File: src/rtl/mpr_pkg.sv
`timescale 1ns/1ps
package mpr_pkg;
  localparam int ADDR_W   = 32;
  localparam int GRAN_W   = 5;
  localparam int PAGE_W   = ADDR_W - GRAN_W;
  localparam int ATTR_W   = 4;
  localparam int CFG_AW   = 6;
  localparam int PRIO_W   = 8;

  localparam logic [CFG_AW-1:0] CTRL_IDX   = 6'd0;
  localparam logic [CFG_AW-1:0] CLEAR_IDX  = 6'd1;
  localparam int                REGION_IDX0 = 8;

  typedef enum logic [1:0] {
    KIND_FETCH = 2'b00,
    KIND_READ  = 2'b01,
    KIND_WRITE = 2'b10
  } acc_kind_e;

  typedef struct packed {
    logic              en;
    logic [PAGE_W-1:0] base;
    logic [PAGE_W-1:0] limit;
    logic [1:0]        perm;
    logic              xn;
    logic [ATTR_W-1:0] attr;
  } region_t;

  typedef struct packed {
    logic              unit_en;
    logic              dflt_en;
    logic              mm_en;
    logic [PRIO_W-1:0] mm_prio;
  } ctrl_t;
endpackage

File: src/rtl/mpr_fault_log.sv
`timescale 1ns/1ps
module mpr_fault_log
  import mpr_pkg::*;
#(
  parameter bit HAS_MM_FAULT = 1'b1
) (
  input  logic              clk,
  input  logic              rst_n,
  input  logic              violation,
  input  logic              is_fetch,
  input  logic [ADDR_W-1:0] acc_addr,
  input  logic              mm_en,
  input  logic [PRIO_W-1:0] mm_prio,
  input  logic [PRIO_W-1:0] cur_prio,
  input  logic              clr_we,
  input  logic [2:0]        clr_mask,
  output logic              mm_fault,
  output logic              hard_fault,
  output logic              flt_iacc,
  output logic              flt_dacc,
  output logic              flt_addr_vld,
  output logic [ADDR_W-1:0] flt_addr
);
  logic take_mm;

  if (HAS_MM_FAULT) begin : g_mm
    assign take_mm = mm_en && (mm_prio < cur_prio);
  end else begin : g_no_mm
    logic unused_ok;
    assign unused_ok = mm_en ^ (^mm_prio) ^ (^cur_prio);
    assign take_mm   = 1'b0;
  end

  logic iacc_keep, dacc_keep, vld_keep, data_viol;
  assign iacc_keep = flt_iacc     && !(clr_we && clr_mask[0]);
  assign dacc_keep = flt_dacc     && !(clr_we && clr_mask[1]);
  assign vld_keep  = flt_addr_vld && !(clr_we && clr_mask[2]);
  assign data_viol = violation && !is_fetch;

  always_ff @(posedge clk or negedge rst_n) begin
    if (!rst_n) begin
      mm_fault     <= 1'b0;
      hard_fault   <= 1'b0;
      flt_iacc     <= 1'b0;
      flt_dacc     <= 1'b0;
      flt_addr_vld <= 1'b0;
      flt_addr     <= '0;
    end else begin
      mm_fault     <= violation && take_mm;
      hard_fault   <= violation && !take_mm;
      flt_iacc     <= iacc_keep || (violation && is_fetch);
      flt_dacc     <= dacc_keep || data_viol;
      flt_addr_vld <= vld_keep || data_viol;
      if (data_viol && !vld_keep) flt_addr <= acc_addr;
    end
  end
endmodule

File: config.mk
export PLATFORM = sky130hd
export DESIGN_NAME = mpr_fault_log
export DESIGN_NICKNAME = d
export VERILOG_FILES = /design/src/rtl/mpr_pkg.sv /design/src/rtl/mpr_fault_log.sv
export SDC_FILE = /design/constraint.sdc
export NUM_CORES = 1
export LEC_CHECK = 0
export BUFFER_PORTS_ARGS = -buffer_cell sky130_fd_sc_hd__buf_2
export CAP_MARGIN = 20
export CORE_MARGIN = 2
export CORE_UTILIZATION = 46
export DETAILED_ROUTE_END_ITERATION = 8
export MAX_ROUTING_LAYER = met4
export PLACE_DENSITY = 0.84
export REMOVE_ABC_BUFFERS = 1
export SLEW_MARGIN = 5
export SYNTH_ARGS = -nofsm -noshare
export SYNTH_HDL_FRONTEND = slang
export SYNTH_SLANG_ARGS = --single-unit
File: constraint.sdc
create_clock -name clk -period 3.72 [get_ports clk]
set_clock_uncertainty 0.05 [all_clocks]
set_input_delay 0.744 -clock clk [delete_from_list [all_inputs] [get_ports clk]]
set_output_delay 0.744 -clock clk [all_outputs]
set_load 0.02 [all_outputs]
==> results.cfg <==
[detailed_routing]
wl_per_cell_um = 12.3
initialDrtViolationCount = 30
detail_route.first_pass.iterations = 4
ant_nets = 0
route.final.wire_length_um = 3110
route.detailed.vias_per_inst = 4.72
detail_route.drc_violations = 0
vias = 1189

[clocking]
post_cts.resized_instances = 0
clockBufferDepth = 2
hold_fix_buffers_at_cts = 0
insertion_delay_ns = 0.33
cts_post_setup_buffers_inserted = 0
cts_num_sinks = 37
path_clk_slew_ns = 0.11
clk_root_buffer_cell = sky130_fd_sc_hd__clkbuf_4
numCtsBuffers = 5
ctsHtreeMaxLevel = 2
cts_tree = built

[logic_synthesis]
synth-seq-area-share = 0.584
ys_types = 17
synth_enable_flop_cells = 0
synth_flop_cell = sky130_fd_sc_hd__dfrtp_1
synth_area_um2 = 1590
synth_seq_cells = 37
post-synth-top-area-fraction = 0.584
synthMostInstantiatedCell = sky130_fd_sc_hd__dfrtp_1
synthTopCellsByCount = sky130_fd_sc_hd__dfrtp_1, sky130_fd_sc_hd__mux2_2, sky130_fd_sc_hd__inv_1
synth_cells = 109
ys_warn_count = 0
syn_area_per_cell_um2 = 14.6
synth_top_cell_by_area = sky130_fd_sc_hd__dfrtp_1
synth_async_sr_flop_share = 1.00
synth_top_cells_by_area = sky130_fd_sc_hd__dfrtp_1, sky130_fd_sc_hd__mux2_2, sky130_fd_sc_hd__ha_1

[power]
power.density_cell_area_nw_per_um2 = 515
final_total_pwr_uw = 1100
leakagePower_uw = 0.00111
vdd.ir_drop.worst_mv = 0.302

[setup_path]
path_max_fanout = 32
cp-end-kind = flip-flop
worstRegToRegCells = 2
worst_reg2reg_endpoint = flt_addr[31]
critical_path_arrival_ns = 2.17
reg2reg_setup_slack_ns = 1.91
crit_path_max_incr_delay_ns = 0.72
critical_path_s_slowest_cell = sky130_fd_sc_hd__a21oi_4
worst-endpoint-required_ns = 3.89
cp_num_buf_inv = 1
rr_startpoint = flt_addr_vld
timing.critical_path.cells = buf_2 > nand2b_4 > a21oi_4 > mux2_2
crit_path_start_kind = input pin
class_of_the_most_critical_setup_path = in -> reg
path_delay_family = compound AO/OA/AOI/OAI gates

[floorplan]
initial_utilization = 0.475
placeableCoreArea_um2 = 3340
floorplan.die.height_um = 62.7
dieWidth_um = 62.7
rows = 21
top_level_ports = 94
die_area_um2 = 3930

[cells_and_area]
growth_of_design_area_from_synthesis_to_finish_pct = 34.5
final_layout_size_suffix_gt1_frac = 0.650
total_area_of_multi_input_combinational_cells_um2 = 597
finish.cell_count_without_fillers = 252
antenna_cells = 0
postLayoutCellArea_um2 = 2130
regArea_um2 = 926
nFillCells = 292
final_nets = 270

[timing]
relSlewSlack = 0.357
layout_worst_path_cycle_share = 0.537
finalCriticalPeriod_ns = 2.00
tns_ns = 0
max_freq_mhz = 500
grt_setup_unrepaired = no
report.final.slew_viol_count = 0
final-hold-violation-count = 0
worstMarginPinSlew_ns = 0.962
finalSetupViolCount = 0

[global_route]
number_of_antenna_violations_at_the_first_check_in_global_routing = 0
grt_remaining_overflow = 0
gr-usage-all-layers = 0.175
grt_max_degree = 38
vias_in_the_first_global_route = 1165
grt_pass1_wl_um = 5110

[placement]
dp.cells = 245
gpl.final_weighted_congestion = 0.724
dpl_cell_area_um2 = 2080
place_hpwl_um = 2480
number_of_buffers_inserted_by_port_buffering = 93

[hold_path]
hold_class = in -> async

[run_status]
run_status = finished, final reports clean

[job]
drv.max_cap_violation_count = 0
## where the power goes
group	total [uW]	internal [uW]	switching [uW]	leakage (uW)
Sequential	530	489	41.6	0.000436
Combinational	356	156	201	0.000648
Clock	212	88.5	123	0.0000303
## metal layers
metal | vias up | routed length [um] | global-route usage
met5 | - | 0 | -
met3 | 7 | 221 | 0.0468
li1 | 570 | - | -
met4 | 0 | 78 | 0.0972
met2 | 45 | 1670 | 0.315
met1 | 567 | 1140 | 0.169
## worst max-delay path by stage
| stage | start | to | cells after the start |
|---|---|---|---|
| 2_1_floorplan | is_fetch | flt_addr[0] | 3 |
| 3_3_place_gp | is_fetch | flt_addr[5] | 4 |
| 3_5_place_dp | is_fetch | flt_addr[31] | 4 |
| 4_1_cts | is_fetch | flt_addr[31] | 4 |
| 5_1_grt | clr_we | flt_addr[31] | 4 |
| 6_report | is_fetch | flt_addr[31] | 4 |
## worst register-to-register path: cells and delay by family, from the launching register on
family / cells / cell delay, ns
AOI/OAI and AO/OA: 1 / 0.77
DFF: 1 / 0.43
muxes: 1 / 0.45
## cell families (layout without fill, tap and decap cells)
kind of cell / after synthesis / in the layout / synth area share
AOI/OAI and AO/OA: 9 / 9 / 0.0434
muxes: 32 / 32 / 0.227
adders and majority gates: 7 / 7 / 0.0552
buffers and inverters: 11 / 108 / 0.0402
DFF: 37 / 37 / 0.584
and+or+nand+nor: 13 / 13 / 0.0505
## layout make-up
cell class	count	share of cell area
sequential	37	0.434
multi-input combinational	61	0.280
timing repair buffer	93	0.218
tap	46	0.0270
clock buffer	6	0.0240
inverter	8	0.0141
clock inverter	1	0.00352
## registers in the layout, summed over array words and instances, names as in the netlist
signal        flops
flt_addr         32
flt_addr_vld      1
flt_dacc          1
flt_iacc          1
hard_fault        1
mm_fault          1
## cell usage in the layout, fill, tap and decap left out, types with 2 or more instances in the layout
master	count
sky130_fd_sc_hd__a21oi_1	2
sky130_fd_sc_hd__buf_2	93
sky130_fd_sc_hd__clkbuf_4	5
sky130_fd_sc_hd__dfrtp_1	37
sky130_fd_sc_hd__ha_1	7
sky130_fd_sc_hd__inv_1	8
sky130_fd_sc_hd__mux2_1	2
sky130_fd_sc_hd__mux2_2	30
sky130_fd_sc_hd__nand2_1	7
sky130_fd_sc_hd__nand2b_4	2
sky130_fd_sc_hd__nor2b_1	2
sky130_fd_sc_hd__o21ai_0	3
## metrics by stage
stage / worst slack [ns] / hold slack, ns / util
floorplan: 1.69 / 0.398 / -
global placement: 1.36 / 0.414 / 0.622
detailed placement: 1.35 / 0.419 / 0.622
CTS: 1.71 / 0.444 / 0.640
global route: 1.64 / 0.469 / 0.640
finish: 1.72 / 0.427 / 0.640
No activity file was read; power rests on OpenSTA's default activity.
